==> config.mk <==
export PLATFORM = sky130hd
export DESIGN_NAME = bbm_swapper
export DESIGN_NICKNAME = d
export VERILOG_FILES = /design/src/rtl/bbm_pkg.sv /design/src/rtl/bbm_divider.sv /design/src/rtl/bbm_splice.sv /design/src/rtl/bbm_swapper.sv
export SDC_FILE = /design/constraint.sdc
export NUM_CORES = 1
export LEC_CHECK = 0
export ABC_CLOCK_PERIOD_IN_PS = 9200
export BUFFER_PORTS_ARGS = -buffer_cell sky130_fd_sc_hd__buf_2
export CORE_ASPECT_RATIO = 1.75
export CORE_MARGIN = 8
export CORE_UTILIZATION = 35
export DETAILED_ROUTE_END_ITERATION = 8
export PLACE_DENSITY = 0.5
export SKIP_LAST_GASP = 1
export SYNTH_ARGS = -nofsm -noshare
export SYNTH_HDL_FRONTEND = slang
export SYNTH_HIERARCHICAL = 1
export SYNTH_SLANG_ARGS = --single-unit
==> constraint.sdc <==
create_clock -name clk -period 9.2 [get_ports clk]
set_input_delay 0.46 -clock clk [delete_from_list [all_inputs] [get_ports clk]]
set_output_delay 0.46 -clock clk [all_outputs]
set_load 0.02 [all_outputs]
==> src/rtl/bbm_pkg.sv <==
package bbm_pkg;

    localparam int CHUNK_DATA_BYTES = 512;
    localparam int META_BYTES       = 10;
    localparam int PARITY_PER_LEVEL = 13;

    typedef enum logic [3:0] {
        S_IDLE,
        S_DIV_LVL,
        S_WAIT_LVL,
        S_DIV_POS,
        S_WAIT_POS,
        S_CHECK,
        S_RD_LO,
        S_RD_HI,
        S_RD_SP,
        S_CAPT,
        S_WR_LO,
        S_WR_HI,
        S_WR_SP,
        S_FIN
    } swap_state_t;

    typedef struct packed {
        logic [7:0] lo;
        logic [7:0] hi;
        logic [7:0] spare;
    } byte_trio_t;

endpackage

==> src/rtl/bbm_divider.sv <==
module bbm_divider #(
    parameter int W = 20
) (
    input  logic         clk,
    input  logic         rst,
    input  logic         start,
    input  logic [W-1:0] num,
    input  logic [W-1:0] den,
    output logic         done,
    output logic [W-1:0] quo,
    output logic [W-1:0] rem
);
    localparam int CW = $clog2(W + 1);

    logic [W-1:0]  part;
    logic [W-1:0]  q;
    logic [W-1:0]  num_q;
    logic [W-1:0]  den_q;
    logic [CW-1:0] cnt;
    logic          run;
    logic [W:0]    trial;
    logic          fits;

    always_comb begin
        trial = {part, q[W-1]};
        fits  = trial >= {1'b0, den_q};
    end

    always_ff @(posedge clk) begin
        if (rst) begin
            part  <= '0;
            q     <= '0;
            num_q <= '0;
            den_q <= '0;
            cnt   <= '0;
            run   <= 1'b0;
            done  <= 1'b0;
        end else begin
            done <= 1'b0;
            if (start) begin
                part  <= '0;
                q     <= num;
                num_q <= num;
                den_q <= den;
                cnt   <= CW'(W);
                run   <= 1'b1;
            end else if (run) begin
                part <= fits ? W'(trial - {1'b0, den_q}) : W'(trial);
                q    <= {q[W-2:0], fits};
                cnt  <= cnt - 1'b1;
                if (cnt == CW'(1)) begin
                    run  <= 1'b0;
                    done <= 1'b1;
                end
            end
        end
    end

    assign quo = q;
    assign rem = part;

    a_r1_div_exact: assert property (@(posedge clk) disable iff (rst)
        done |-> ((2*W)'(quo) * (2*W)'(den_q) + (2*W)'(rem) == (2*W)'(num_q)));

    a_r1_div_rem: assert property (@(posedge clk) disable iff (rst)
        (done && den_q != '0) |-> (rem < den_q));

endmodule

==> src/rtl/bbm_splice.sv <==
module bbm_splice
    import bbm_pkg::*;
(
    input  byte_trio_t  old_bytes,
    input  logic [2:0]  bit_ofs,
    output logic [7:0]  marker,
    output logic [7:0]  lo_new,
    output logic [7:0]  hi_new
);
    logic [15:0] pair;
    logic [15:0] ins;
    logic [15:0] keep;
    logic [15:0] merged;
    logic [15:0] shifted;

    always_comb begin
        pair    = {old_bytes.hi, old_bytes.lo};
        shifted = pair >> bit_ofs;
        marker  = shifted[7:0];
        ins     = {8'h00, old_bytes.spare} << bit_ofs;
        keep    = ~(16'h00FF << bit_ofs);
        merged  = (pair & keep) | ins;
        lo_new  = merged[7:0];
        hi_new  = merged[15:8];
    end

endmodule

==> src/rtl/bbm_swapper.sv <==
module bbm_swapper
    import bbm_pkg::*;
#(
    parameter int PAGE_W      = 16,
    parameter int SPARE_W     = 12,
    parameter int CHUNK_BYTES = CHUNK_DATA_BYTES,
    parameter int META_B      = META_BYTES,
    parameter int PARITY_BITS = PARITY_PER_LEVEL
) (
    input  logic              clk,
    input  logic              rst,
    input  logic              start,
    input  logic [PAGE_W-1:0] page_bytes,
    input  logic [SPARE_W-1:0] spare_bytes,
    output logic              busy,
    output logic              done,
    output logic              geo_err,
    output logic [PAGE_W-1:0] ecc_level,
    output logic [PAGE_W-1:0] mark_byte,
    output logic [2:0]        mark_bit,
    output logic              mem_en,
    output logic              mem_we,
    output logic              mem_spare,
    output logic [PAGE_W-1:0] mem_addr,
    output logic [7:0]        mem_wdata,
    input  logic [7:0]        mem_rdata
);
    localparam int DW         = PAGE_W + 4;
    localparam int CHUNK_SH   = $clog2(CHUNK_BYTES);
    localparam int CHUNK_BITS = CHUNK_BYTES * 8;
    localparam int META_BITS  = META_B * 8;

    swap_state_t       state;
    logic [PAGE_W-1:0] page_q;
    logic [SPARE_W-1:0] spare_q;
    logic [DW-1:0]     level_q;
    logic [DW-1:0]     idx_q;
    logic [DW-1:0]     rem_q;
    logic [PAGE_W-1:0] byte_q;
    logic [2:0]        bit_q;
    logic              err_q;
    byte_trio_t        trio_q;

    logic [DW-1:0] chunks;
    logic [DW-1:0] bit_start;
    logic [DW-1:0] num_lvl;
    logic [DW-1:0] den_lvl;
    logic [DW-1:0] den_pos;
    logic [DW-1:0] parity_skip;
    logic [DW-1:0] final_ofs;
    logic          early_bad;

    logic          div_start;
    logic [DW-1:0] div_num;
    logic [DW-1:0] div_den;
    logic          div_done;
    logic [DW-1:0] div_quo;
    logic [DW-1:0] div_rem;

    logic [7:0] marker;
    logic [7:0] lo_new;
    logic [7:0] hi_new;

    // Geometry arithmetic
    always_comb begin
        chunks      = DW'(page_q >> CHUNK_SH);
        bit_start   = (DW'(page_q) << 3) - DW'(META_BITS);
        num_lvl     = (DW'(spare_q) - DW'(META_B)) << 3;
        den_lvl     = chunks * DW'(PARITY_BITS);
        den_pos     = DW'(CHUNK_BITS) + DW'(PARITY_BITS) * level_q;
        parity_skip = idx_q * level_q * DW'(PARITY_BITS);
        final_ofs   = bit_start - parity_skip;
        early_bad   = (spare_q < SPARE_W'(META_B)) || (chunks == '0);
    end

    always_comb begin
        div_start = (state == S_DIV_LVL) || (state == S_DIV_POS);
        div_num   = (state == S_DIV_POS) ? bit_start : num_lvl;
        div_den   = (state == S_DIV_POS) ? den_pos : den_lvl;
    end

    bbm_divider #(.W(DW)) u_div (
        .clk   (clk),
        .rst   (rst),
        .start (div_start),
        .num   (div_num),
        .den   (div_den),
        .done  (div_done),
        .quo   (div_quo),
        .rem   (div_rem)
    );

    bbm_splice u_splice (
        .old_bytes (trio_q),
        .bit_ofs   (bit_q),
        .marker    (marker),
        .lo_new    (lo_new),
        .hi_new    (hi_new)
    );

    // Sequencer
    always_ff @(posedge clk) begin
        if (rst) begin
            state   <= S_IDLE;
            page_q  <= '0;
            spare_q <= '0;
            level_q <= '0;
            idx_q   <= '0;
            rem_q   <= '0;
            byte_q  <= '0;
            bit_q   <= '0;
            err_q   <= 1'b0;
            trio_q  <= '0;
        end else begin
            unique case (state)
                S_IDLE: begin
                    if (start) begin
                        page_q  <= page_bytes;
                        spare_q <= spare_bytes;
                        err_q   <= 1'b0;
                        state   <= S_DIV_LVL;
                    end
                end
                S_DIV_LVL: begin
                    if (early_bad) begin
                        err_q <= 1'b1;
                        state <= S_FIN;
                    end else begin
                        state <= S_WAIT_LVL;
                    end
                end
                S_WAIT_LVL: begin
                    if (div_done) begin
                        level_q <= {div_quo[DW-1:1], 1'b0};
                        state   <= S_DIV_POS;
                    end
                end
                S_DIV_POS: state <= S_WAIT_POS;
                S_WAIT_POS: begin
                    if (div_done) begin
                        idx_q <= div_quo;
                        rem_q <= div_rem;
                        state <= S_CHECK;
                    end
                end
                S_CHECK: begin
                    if (rem_q > DW'(CHUNK_BITS)) begin
                        err_q <= 1'b1;
                        state <= S_FIN;
                    end else begin
                        byte_q <= PAGE_W'(final_ofs >> 3);
                        bit_q  <= final_ofs[2:0];
                        state  <= S_RD_LO;
                    end
                end
                S_RD_LO: state <= S_RD_HI;
                S_RD_HI: begin
                    trio_q.lo <= mem_rdata;
                    state     <= S_RD_SP;
                end
                S_RD_SP: begin
                    trio_q.hi <= mem_rdata;
                    state     <= S_CAPT;
                end
                S_CAPT: begin
                    trio_q.spare <= mem_rdata;
                    state        <= S_WR_LO;
                end
                S_WR_LO: state <= (bit_q != 3'd0) ? S_WR_HI : S_WR_SP;
                S_WR_HI: state <= S_WR_SP;
                S_WR_SP: state <= S_FIN;
                S_FIN:   state <= S_IDLE;
                default: state <= S_IDLE;
            endcase
        end
    end

    // Memory port
    always_comb begin
        mem_en    = 1'b0;
        mem_we    = 1'b0;
        mem_spare = 1'b0;
        mem_addr  = '0;
        mem_wdata = '0;
        unique case (state)
            S_RD_LO: begin
                mem_en   = 1'b1;
                mem_addr = byte_q;
            end
            S_RD_HI: begin
                mem_en   = 1'b1;
                mem_addr = byte_q + 1'b1;
            end
            S_RD_SP: begin
                mem_en    = 1'b1;
                mem_spare = 1'b1;
            end
            S_WR_LO: begin
                mem_en    = 1'b1;
                mem_we    = 1'b1;
                mem_addr  = byte_q;
                mem_wdata = lo_new;
            end
            S_WR_HI: begin
                mem_en    = 1'b1;
                mem_we    = 1'b1;
                mem_addr  = byte_q + 1'b1;
                mem_wdata = hi_new;
            end
            S_WR_SP: begin
                mem_en    = 1'b1;
                mem_we    = 1'b1;
                mem_spare = 1'b1;
                mem_wdata = marker;
            end
            default: ;
        endcase
    end

    assign busy      = (state != S_IDLE);
    assign done      = (state == S_FIN);
    assign geo_err   = done && err_q;
    assign ecc_level = PAGE_W'(level_q);
    assign mark_byte = byte_q;
    assign mark_bit  = bit_q;

    a_r9_done_pulse: assert property (@(posedge clk) disable iff (rst)
        done |=> !done);

    a_r8_busy_holds: assert property (@(posedge clk) disable iff (rst)
        (busy && !done) |=> busy);

    a_r10_mem_busy: assert property (@(posedge clk) disable iff (rst)
        mem_en |-> busy);

    a_r10_spare_addr: assert property (@(posedge clk) disable iff (rst)
        (mem_en && mem_spare) |-> (mem_addr == '0));

    a_r3_err_no_write: assert property (@(posedge clk) disable iff (rst)
        err_q |-> !(mem_en && mem_we));

    a_r6_aligned_no_hi: assert property (@(posedge clk) disable iff (rst)
        (mem_en && mem_we && !mem_spare && mem_addr == mark_byte + 1'b1) |-> (mark_bit != 3'd0));

    a_r1_even_level: assert property (@(posedge clk) disable iff (rst)
        (done && !geo_err) |-> !ecc_level[0]);

    a_r8_geometry_stable: assert property (@(posedge clk) disable iff (rst)
        (busy && $past(busy)) |-> ($stable(page_q) && $stable(spare_q)));

endmodule

==> metrics.md <==
| Metric | Value |
|---|---|
| Clk sinks | `199` |
| Die Ht | `333 um` |
| Most used DFF post-synth | `dfxtp_1` |
| Via count | `17000` |
| DRC viols | `0` |
| GR Layer Usage met3 | `0.0202` |
| Status | `finished clean` |
| Setup TNS Final | `0 ns` |
| CTS Buf Count | `17` |
| Flops & latches, synth | `199` |
| Largest net degree at the start of global routing | `98` |
| Max transition margin | `0.231` |
| Async SR Flop Fraction | `0` |
| Fin Hold WS | `0.236 ns` |
| CTS H-tree lvls | `4` |
| Post-layout net count | `2973` |
| Total I/O pin count | `104` |
| Grt met2 use | `0.361` |
| I/O Buffers | `101` |
| Synth top cells by count | `nand2_1 (417), inv_1 (357), a21oi_1 (212)` |
| Total GRT Usage | `0.185` |
| Initial DRC count | `838` |
| CTS max path bufs | `2` |
| Crit-path max FO | `12` |
| Clock Tree Root | `clkbuf_16` |
| Period utilization | `0.940` |
| Max frequency | `116 MHz` |
| Pre-CTS setup slack | `0.338 ns` |
| Final hold viol count | `0` |
| Peak supply drop | `0.000428 V` |
| # rows | `116` |
| Fin area | `21800 um^2` |
| PwrDens | `222 nW/um^2` |
| Final setup slack of the worst path | `0.552 ns` |
| Die X | `197 um` |
| Final HPWL DP | `48200 um` |
| Met1 global-route usage | `0.195` |
| Setup CP Type | `reg -> reg` |
| Synth top area cells | `dfxtp_1 (20%), fa_1 (14%), ha_1 (12%)` |
| WL final | `60300 um` |
| CP peak stage delay | `0.56 ns` |
| Power Total | `4.83 mW` |
| Layout cells sized above 1 | `0.0822` |
| Clk_skew | `0.0116 ns` |
| Max-slew violations | `0` |
| R2R cell count | `35` |
| Vias in the first global route | `17600` |
| Sequential area share after synthesis | `0.199` |
| Clk_lat worst skew | `0.46 ns` |
| Area of the die | `65500 um^2` |
| Drt pass-1 iters | `5` |
| Leak | `9.92 nW` |
| Starting Density | `0.352` |
| Area Overhead vs Synth | `8.65%` |
| Critical Path End Type | `register` |
| RSZ-0062 raised after global routing | `false` |
| Synth Cell Area | `20100 um^2` |
| Worst hold path depth | `3` |
| Initial antenna violation count | `2` |
| Post-Syn Instances | `2576` |
| Synth warnings | `6` |
| Most used routing layer | `met2` |
| Minimum clock period | `8.65 ns` |
| Critical Path AT | `9.04 ns` |
| Final setup fails | `0` |
| Slowest CP cell | `or4_1` |
| Top-count cell post-synth | `nand2_1` |
| Worst Tran Pin Value | `1.15 ns` |
| Top-area cell type share of the netlist area | `0.199` |
| Grt ovf | `0` |
| Clk slew on worst S/H paths | `0.08 ns` |
| Worst Hold Class | `in -> reg` |
| Netlist cell types | `86` |
| CTS tree | `done` |
| ANT nets after route | `0` |
| Cell taking the most area after synthesis | `dfxtp_1` |
| Fin cells | `3385` |
| DP Cell Count | `3349` |
| Worst path required time | `9.59 ns` |
| First-pass GRT wire length | `96400 um` |
| Number of synthesized flops with an enable pin | `0` |
| Vias per cell | `5.01` |
| Crit start category | `register` |
| Wire per inst | `17.8 um` |
| Core ar. | `56900 um^2` |
| Placed cell area | `21200 um^2` |
| Placer Congestion | `0.899` |
| Util after Layout | `0.383` |
| Most frequent CP cell | `ha_1` |
| Max-cap viol count | `0` |
| Syn_area_per_cell | `7.79 um^2` |
[cell type report]
class	count	area, um^2
Fill cell	6100	35100
Multi-Input combinational cell	1895	14200
Sequential cell	199	3990
Inverter	357	1340
Tap cell	767	960
Timing Repair Buffer	134	763
Clock buffer	19	443
Clock inverter	13	136
Antenna cell	1	2.50
[metal layers]
layer	wire (um)	up-vias	share of wire
met5	0	-	0
met4	2620	0	0.043
met3	1610	87	0.027
met2	33300	284	0.55
met1	22800	8171	0.38
li1	-	8418	-
[kinds of logic (layout without fill, tap and decap cells)]
| logic type | after synthesis | count (layout) | share of synthesized area |
|---|---|---|---|
| other | 1 | 10 | 0.000187 |
| DFF | 199 | 199 | 0.199 |
| and+or+nand+nor | 887 | 887 | 0.201 |
| buffers and inverters | 490 | 523 | 0.0979 |
| xor gates and xnor gates | 142 | 142 | 0.0638 |
| adders and majority gates | 330 | 330 | 0.259 |
| muxes | 82 | 82 | 0.0434 |
| AOI/OAI and AO/OA | 445 | 445 | 0.136 |
[flip-flops by register name, summed over array words and instances, names as in the netlist]
name,count
trio_q,24
level_q,19
page_q,16
u_div/rem,20
u_div/quo,20
u_div/done,1
spare_q,12
state,4
err_q,1
u_div/den_q,20
u_div/cnt,5
u_div/run,1
rem_q,20
mark_byte,16
idx_q,18
mark_bit,2
[power by group]
part	internal (mW)	total (mW)	switching (mW)	leakage (nW)
logic	1.08	2.84	1.75	8.02
registers	1.01	1.23	0.224	1.62
clock network	0.389	0.763	0.374	0.275
[cell usage in the layout, fill, tap and decap left out, drive strengths merged, types with 20 or more instances in the layout]
| master | count |
|---|---|
| nor2 | 192 |
| dfxtp | 199 |
| nand3 | 27 |
| o21ai | 71 |
| ha | 188 |
| mux2i | 64 |
| nand2 | 417 |
| xnor2 | 93 |
| a21oi | 212 |
| nor3 | 34 |
| buf | 134 |
| fa | 142 |
| xor2 | 47 |
| a31oi | 20 |
| a21o | 25 |
| and2 | 104 |
| inv | 363 |
[what timing repair did]
| action | CTS | global route |
|---|---|---|
| hold endpoints to repair | 0 | 0 |
| setup endpoints to repair | 0 | 1 |
| resized for setup | 0 | 9 |
| buffers inserted | 0 | 3 |
| hold buffers | 0 | 0 |
[path summary, 6_finish.rpt]
kind	start	end	slack, ns
min	spare_bytes[4]	spare_q[4]$_SDFFE_PP0P_	0.24
max reg2reg	idx_q[1]$_SDFFE_PP0P_	mark_byte[15]$_SDFFE_PP0P_	0.55
min reg2reg	rem_q[15]$_SDFFE_PP0P_	rem_q[15]$_SDFFE_PP0P_	0.46
max	idx_q[1]$_SDFFE_PP0P_	mark_byte[15]$_SDFFE_PP0P_	0.55
[critical path: cells and delay by family, from the launching register on]
kind | cells | cell delay, ns
compound gates | 9 | 1.61
xor+xnor | 5 | 1.05
fa+ha+maj | 10 | 3.75
buf+inv | 5 | 0.48
flops | 1 | 0.39
simple gates | 6 | 1.28
Note: power is estimated with default switching activity, not from simulation.
